--- config.mk ---
export PLATFORM = sky130hd
export DESIGN_NAME = bitslice_alu
export DESIGN_NICKNAME = d
export VERILOG_FILES = /design/src/rtl/alu_pkg.sv /design/src/rtl/alu_bit_slice.sv /design/src/rtl/alu_control.sv /design/src/rtl/alu_datapath.sv /design/src/rtl/bitslice_alu.sv
export SDC_FILE = /design/constraint.sdc
export NUM_CORES = 1
export LEC_CHECK = 0
export ABC_AREA = 0
export BUFFER_PORTS_ARGS = -buffer_cell sky130_fd_sc_hd__clkbuf_2
export CORE_UTILIZATION = 63
export DETAILED_ROUTE_END_ITERATION = 16
export GPL_ROUTABILITY_DRIVEN = 1
export GPL_TIMING_DRIVEN = 0
export MAX_ROUTING_LAYER = met4
export PLACE_DENSITY_LB_ADDON = 0.1
export SYNTH_ARGS = -nofsm -noshare
export SYNTH_HDL_FRONTEND = slang
export SYNTH_HIERARCHICAL = 1
export SYNTH_SLANG_ARGS = --single-unit
--- constraint.sdc ---
create_clock -name vclk -period 20.6
set_input_delay 3.09 -clock vclk [all_inputs]
set_output_delay 3.09 -clock vclk [all_outputs]
set_load 0.02 [all_outputs]
--- src/rtl/alu_pkg.sv ---
package alu_pkg;
  localparam int unsigned DATA_W = 32;
  localparam int unsigned OP_W   = 4;

  localparam logic [OP_W-1:0] OP_AND = 4'b0000;
  localparam logic [OP_W-1:0] OP_OR  = 4'b0001;
  localparam logic [OP_W-1:0] OP_ADD = 4'b0010;
  localparam logic [OP_W-1:0] OP_SUB = 4'b0110;
  localparam logic [OP_W-1:0] OP_SLT = 4'b0111;
  localparam logic [OP_W-1:0] OP_NOR = 4'b1100;

  typedef enum logic [1:0] {
    SEL_AND  = 2'b00,
    SEL_OR   = 2'b01,
    SEL_SUM  = 2'b10,
    SEL_LESS = 2'b11
  } sliceSel_e;

  typedef struct packed {
    logic      opValid;
    logic      invA;
    logic      invB;
    logic      carryIn;
    logic      arith;
    sliceSel_e sel;
  } aluCtrl_t;
endpackage

--- src/rtl/alu_bit_slice.sv ---
module alu_bit_slice
  import alu_pkg::*;
(
  input  logic      aBit,
  input  logic      bBit,
  input  logic      carryIn,
  input  sliceSel_e sel,
  output logic      resBit,
  output logic      sumBit
);
  always_comb begin
    sumBit = aBit ^ bBit ^ carryIn;
    unique case (sel)
      SEL_AND: resBit = aBit & bBit;
      SEL_OR:  resBit = aBit | bBit;
      SEL_SUM: resBit = sumBit;
      default: resBit = 1'b0;
    endcase
  end
endmodule

--- src/rtl/alu_control.sv ---
module alu_control
  import alu_pkg::*;
(
  input  logic [OP_W-1:0] opCode,
  output aluCtrl_t        ctrl
);
  always_comb begin
    ctrl = '{opValid: 1'b0, invA: 1'b0, invB: 1'b0, carryIn: 1'b0,
             arith: 1'b0, sel: SEL_AND};
    unique case (opCode)
      OP_AND, OP_OR, OP_ADD, OP_SUB, OP_SLT, OP_NOR: begin
        ctrl.opValid = 1'b1;
        ctrl.invA    = opCode[3];
        ctrl.invB    = opCode[2];
        ctrl.carryIn = opCode[2];
        ctrl.sel     = sliceSel_e'(opCode[1:0]);
        ctrl.arith   = (opCode[1:0] == 2'b10);
      end
      default: ;
    endcase
  end
endmodule

--- src/rtl/alu_datapath.sv ---
module alu_datapath
  import alu_pkg::*;
#(
  parameter int unsigned WIDTH = DATA_W
) (
  input  logic [WIDTH-1:0] a,
  input  logic [WIDTH-1:0] b,
  input  aluCtrl_t         ctrl,
  output logic [WIDTH-1:0] result,
  output logic             zero,
  output logic             overflow
);
  localparam int unsigned MSB = WIDTH - 1;

  logic [WIDTH-1:0] aEff, bEff, sliceRes, sumVec;
  logic [WIDTH:0]   carryVec;
  logic             ovfRaw, lessBit;
  logic [WIDTH-1:0] wordOut;

  always_comb begin
    aEff = a ^ {WIDTH{ctrl.invA}};
    bEff = b ^ {WIDTH{ctrl.invB}};
    carryVec = '0;
    carryVec[0] = ctrl.carryIn;
    for (int i = 0; i < WIDTH; i++) begin
      carryVec[i+1] = (aEff[i] & bEff[i]) | (aEff[i] & carryVec[i]) |
                      (bEff[i] & carryVec[i]);
    end
  end

  for (genvar g = 0; g < WIDTH; g++) begin : gSlice
    alu_bit_slice uSlice (
      .aBit   (aEff[g]),
      .bBit   (bEff[g]),
      .carryIn(carryVec[g]),
      .sel    (ctrl.sel),
      .resBit (sliceRes[g]),
      .sumBit (sumVec[g])
    );
  end

  always_comb begin
    ovfRaw  = carryVec[WIDTH] ^ carryVec[MSB];
    lessBit = sumVec[MSB] ^ ovfRaw;
    wordOut = sliceRes;
    if (ctrl.sel == SEL_LESS) wordOut[0] = lessBit;
    result   = ctrl.opValid ? wordOut : '0;
    overflow = ctrl.opValid & ctrl.arith & ovfRaw;
    zero     = ~|result;
  end
endmodule

--- src/rtl/bitslice_alu.sv ---
module bitslice_alu
  import alu_pkg::*;
(
  input  logic [31:0] a,
  input  logic [31:0] b,
  input  logic [3:0]  opCode,
  output logic [31:0] result,
  output logic        zero,
  output logic        overflow
);
  aluCtrl_t ctrl;

  alu_control uCtrl (
    .opCode(opCode),
    .ctrl  (ctrl)
  );

  alu_datapath #(.WIDTH(DATA_W)) uDp (
    .a       (a),
    .b       (b),
    .ctrl    (ctrl),
    .result  (result),
    .zero    (zero),
    .overflow(overflow)
  );
endmodule

==> flow_metrics.tcl <==
set metrics [dict create \
    synth_top_area_share_pct 16.8 \
    path_max_fanout 10 \
    synth_top_family_by_area "simple AND/OR/NAND/NOR gates" \
    setup_slack_ns 7.77 \
    hold_buffers 0 \
    antenna_found_initial 0 \
    worstSetupStartpointType "primary input" \
    syn_to_final_growth_pct 14.3 \
    die_x_microns 89.2 \
    grt_pass1_wl_microns 20000 \
    first_pass_iters 4 \
    worstHoldPathCells 4 \
    syn-num-nets 827 \
    io_buffers 91 \
    cts_resized 0 \
    avgViaCountPerCell 5.76 \
    finalPower_uw 179 \
    min_period_ns 12.83 \
    dieHeight_microns 89.2 \
    maxSlewHeadroom_pct 30.9 \
    post_cts_buffers 0 \
    drtAntennaViolNets 0 \
    synth-simple-area-share_pct 22.0 \
    nNetsFinal 927 \
    drc 0 \
    track_usage_pct 31.6 \
    status "finished clean" \
    worst_hold_slack_ns 6.70 \
    wl_met3_microns 552 \
    utilization_pct 75.1 \
    synth-adder-area-share_pct 21.6 \
    seqCellArea_sq_um 0 \
    worstMarginPinSlew_ns 1.03 \
    start_util_pct 65.7 \
    rsz0062_at_grt "no" \
    highest_layer "met4" \
    dp_hpwl_microns 10300 \
    worstHoldStart "opCode[0]" \
    synthCells 695 \
    grt_pass1_vias 4478 \
    mostFrequentLayoutCells "xor2_1, clkbuf_2, inv_1" \
    netlist_area_sq_um 4790 \
    wl_met2_microns 6080 \
    synth_compound_area_share_pct 21.6 \
    synth.area.mux_share_pct 7.31 \
    wl_met1_microns 5740 \
    num_vias 5141 \
    grt_max_degree 30 \
    setup-violations-final 0 \
    finalMaxSlewViolations 0 \
    wirelength_microns 12500 \
    drt-initial-drc-count 188 \
    io_pins 102 \
    wl_per_cell_microns 14.1 \
    synth-seq-area-share_pct 0 \
    antennaDiodeCount 0 \
    synth_area_leaders "xor2_1, ha_1, mux2i_1" \
    clock_buffers 0 \
    core.rowCount 31 \
    synth_top_area_cell "xor2_1" \
    fmaxAchievable_mhz 77.9 \
    peakVddDrop_uv 15.4 \
    min_to "overflow" \
    finalHoldViolations 0 \
    path_class "primary input to output pin" \
    fin_crit_sh_pct 62.3 \
    power_density_nw_per_um2 32.8 \
    required_ns 17.51 \
    timing.setup.tns_ns 0 \
    dp_slack_ns 7.89 \
    grt_overflow 0 \
    yosys_warnings 6 \
    max-cap-violations 0 \
    gp_congestion 0.906 \
    final_common_cell "xor2_1" \
    endpoint_kind "output pin" \
    leakage_nw 2.87 \
    syn_avg_cell_area_sq_um 6.90 \
    die-area_sq_um 7960 \
    synth_cell_types 66 \
    hold_class "primary input to output pin" \
    synthXorXnorAreaFrac_pct 17.5 \
    worstPathArrival_ns 9.74 \
    nFlopsAndLatches 0 \
    layout-drive-gt1-share_pct 17.3 \
    core_area_sq_um 7290 \
]
[metal layers]
metal | vias up | global-route usage [%]
met5 | - | -
met4 | 0 | 4.76
met3 | 22 | 1.20
met2 | 163 | 56.1
met1 | 2359 | 40.4
li1 | 2597 | -
[power by group]
group / leakage [nW] / internal (mW) / switching, mW
Sequential: 0 / 0 / 0
Clock: 0 / 0 / 0
Combinational: 2.87 / 0.0737 / 0.106
Total: 2.87 / 0.0737 / 0.106
[how the worst max path moves through the flow]
stage	end	cells after the start	slack, ns	start
after global placement	zero	10	4.73	opCode[2]
after global routing	zero	28	7.42	opCode[0]
after floorplan	zero	8	7.92	opCode[2]
final	zero	28	7.77	opCode[0]
after detailed placement	zero	28	7.89	opCode[0]
after CTS	zero	28	7.89	opCode[0]
[logic make-up (layout without fill, tap and decap cells)]
logic type	count (synthesis)	after routing
and+or+nand+nor	207	207
muxes	35	35
AOI/OAI and AO/OA	156	156
xor gates and xnor gates	96	96
adders and majority gates	86	86
buffers and inverters	115	213
[worst max-delay path, cell delays in order]
cell	delay [ns]
clkbuf_2	0.13
or3b_4	0.40
a21oi_1	0.55
buf_4	0.22
buf_6	0.15
xor2_1	0.14
a311oi_1	0.29
a31o_2	0.15
a211oi_2	0.09
o21ai_0	0.32
inv_1	0.16
a31oi_2	0.29
a41oi_1	0.22
nor4_1	0.28
and4bb_1	0.28
maj3_2	0.34
maj3_2	0.35
maj3_2	0.34
maj3_2	0.32
xor2_1	0.14
mux2i_1	0.14
o21ai_1	0.07
and2_1	0.16
nor4_1	0.34
nand4_1	0.22
nor3b_1	0.22
o211a_1	0.17
clkbuf_2	0.16
[final cells by class]
class	count	area (sq um)
buffer	30	160
fill	599	1810
inverter	85	319
multi-input combinational	580	4330
tap	99	124
timing repair buffer	98	544
[per-stage QoR]
step                      cell area, sq um  cells
after floorplan                       4790    695
after global routing                  5480    892
after CTS                             5480    892
final                                 5480    892
after global placement                5370    885
after detailed placement              5480    892
[cells in the mapped netlist, types with 5 or more instances]
cell type / instances
xor2_1: 92
inv_1: 85
ha_1: 64
nand2_1: 52
nor2_1: 50
mux2i_1: 35
and2_1: 34
o21ai_1: 33
o21ai_0: 22
a21oi_1: 21
maj3_1: 12
nor3_1: 11
maj3_2: 10
a31oi_1: 9
clkbuf_1: 9
buf_2: 8
nand3_1: 8
nor2b_1: 8
nor4_1: 8
o211ai_1: 8
o31ai_1: 8
buf_4: 6
nand2b_1: 6
buf_1: 5
nand4_1: 5
o22ai_1: 5
(Power assumes the default switching activity.)
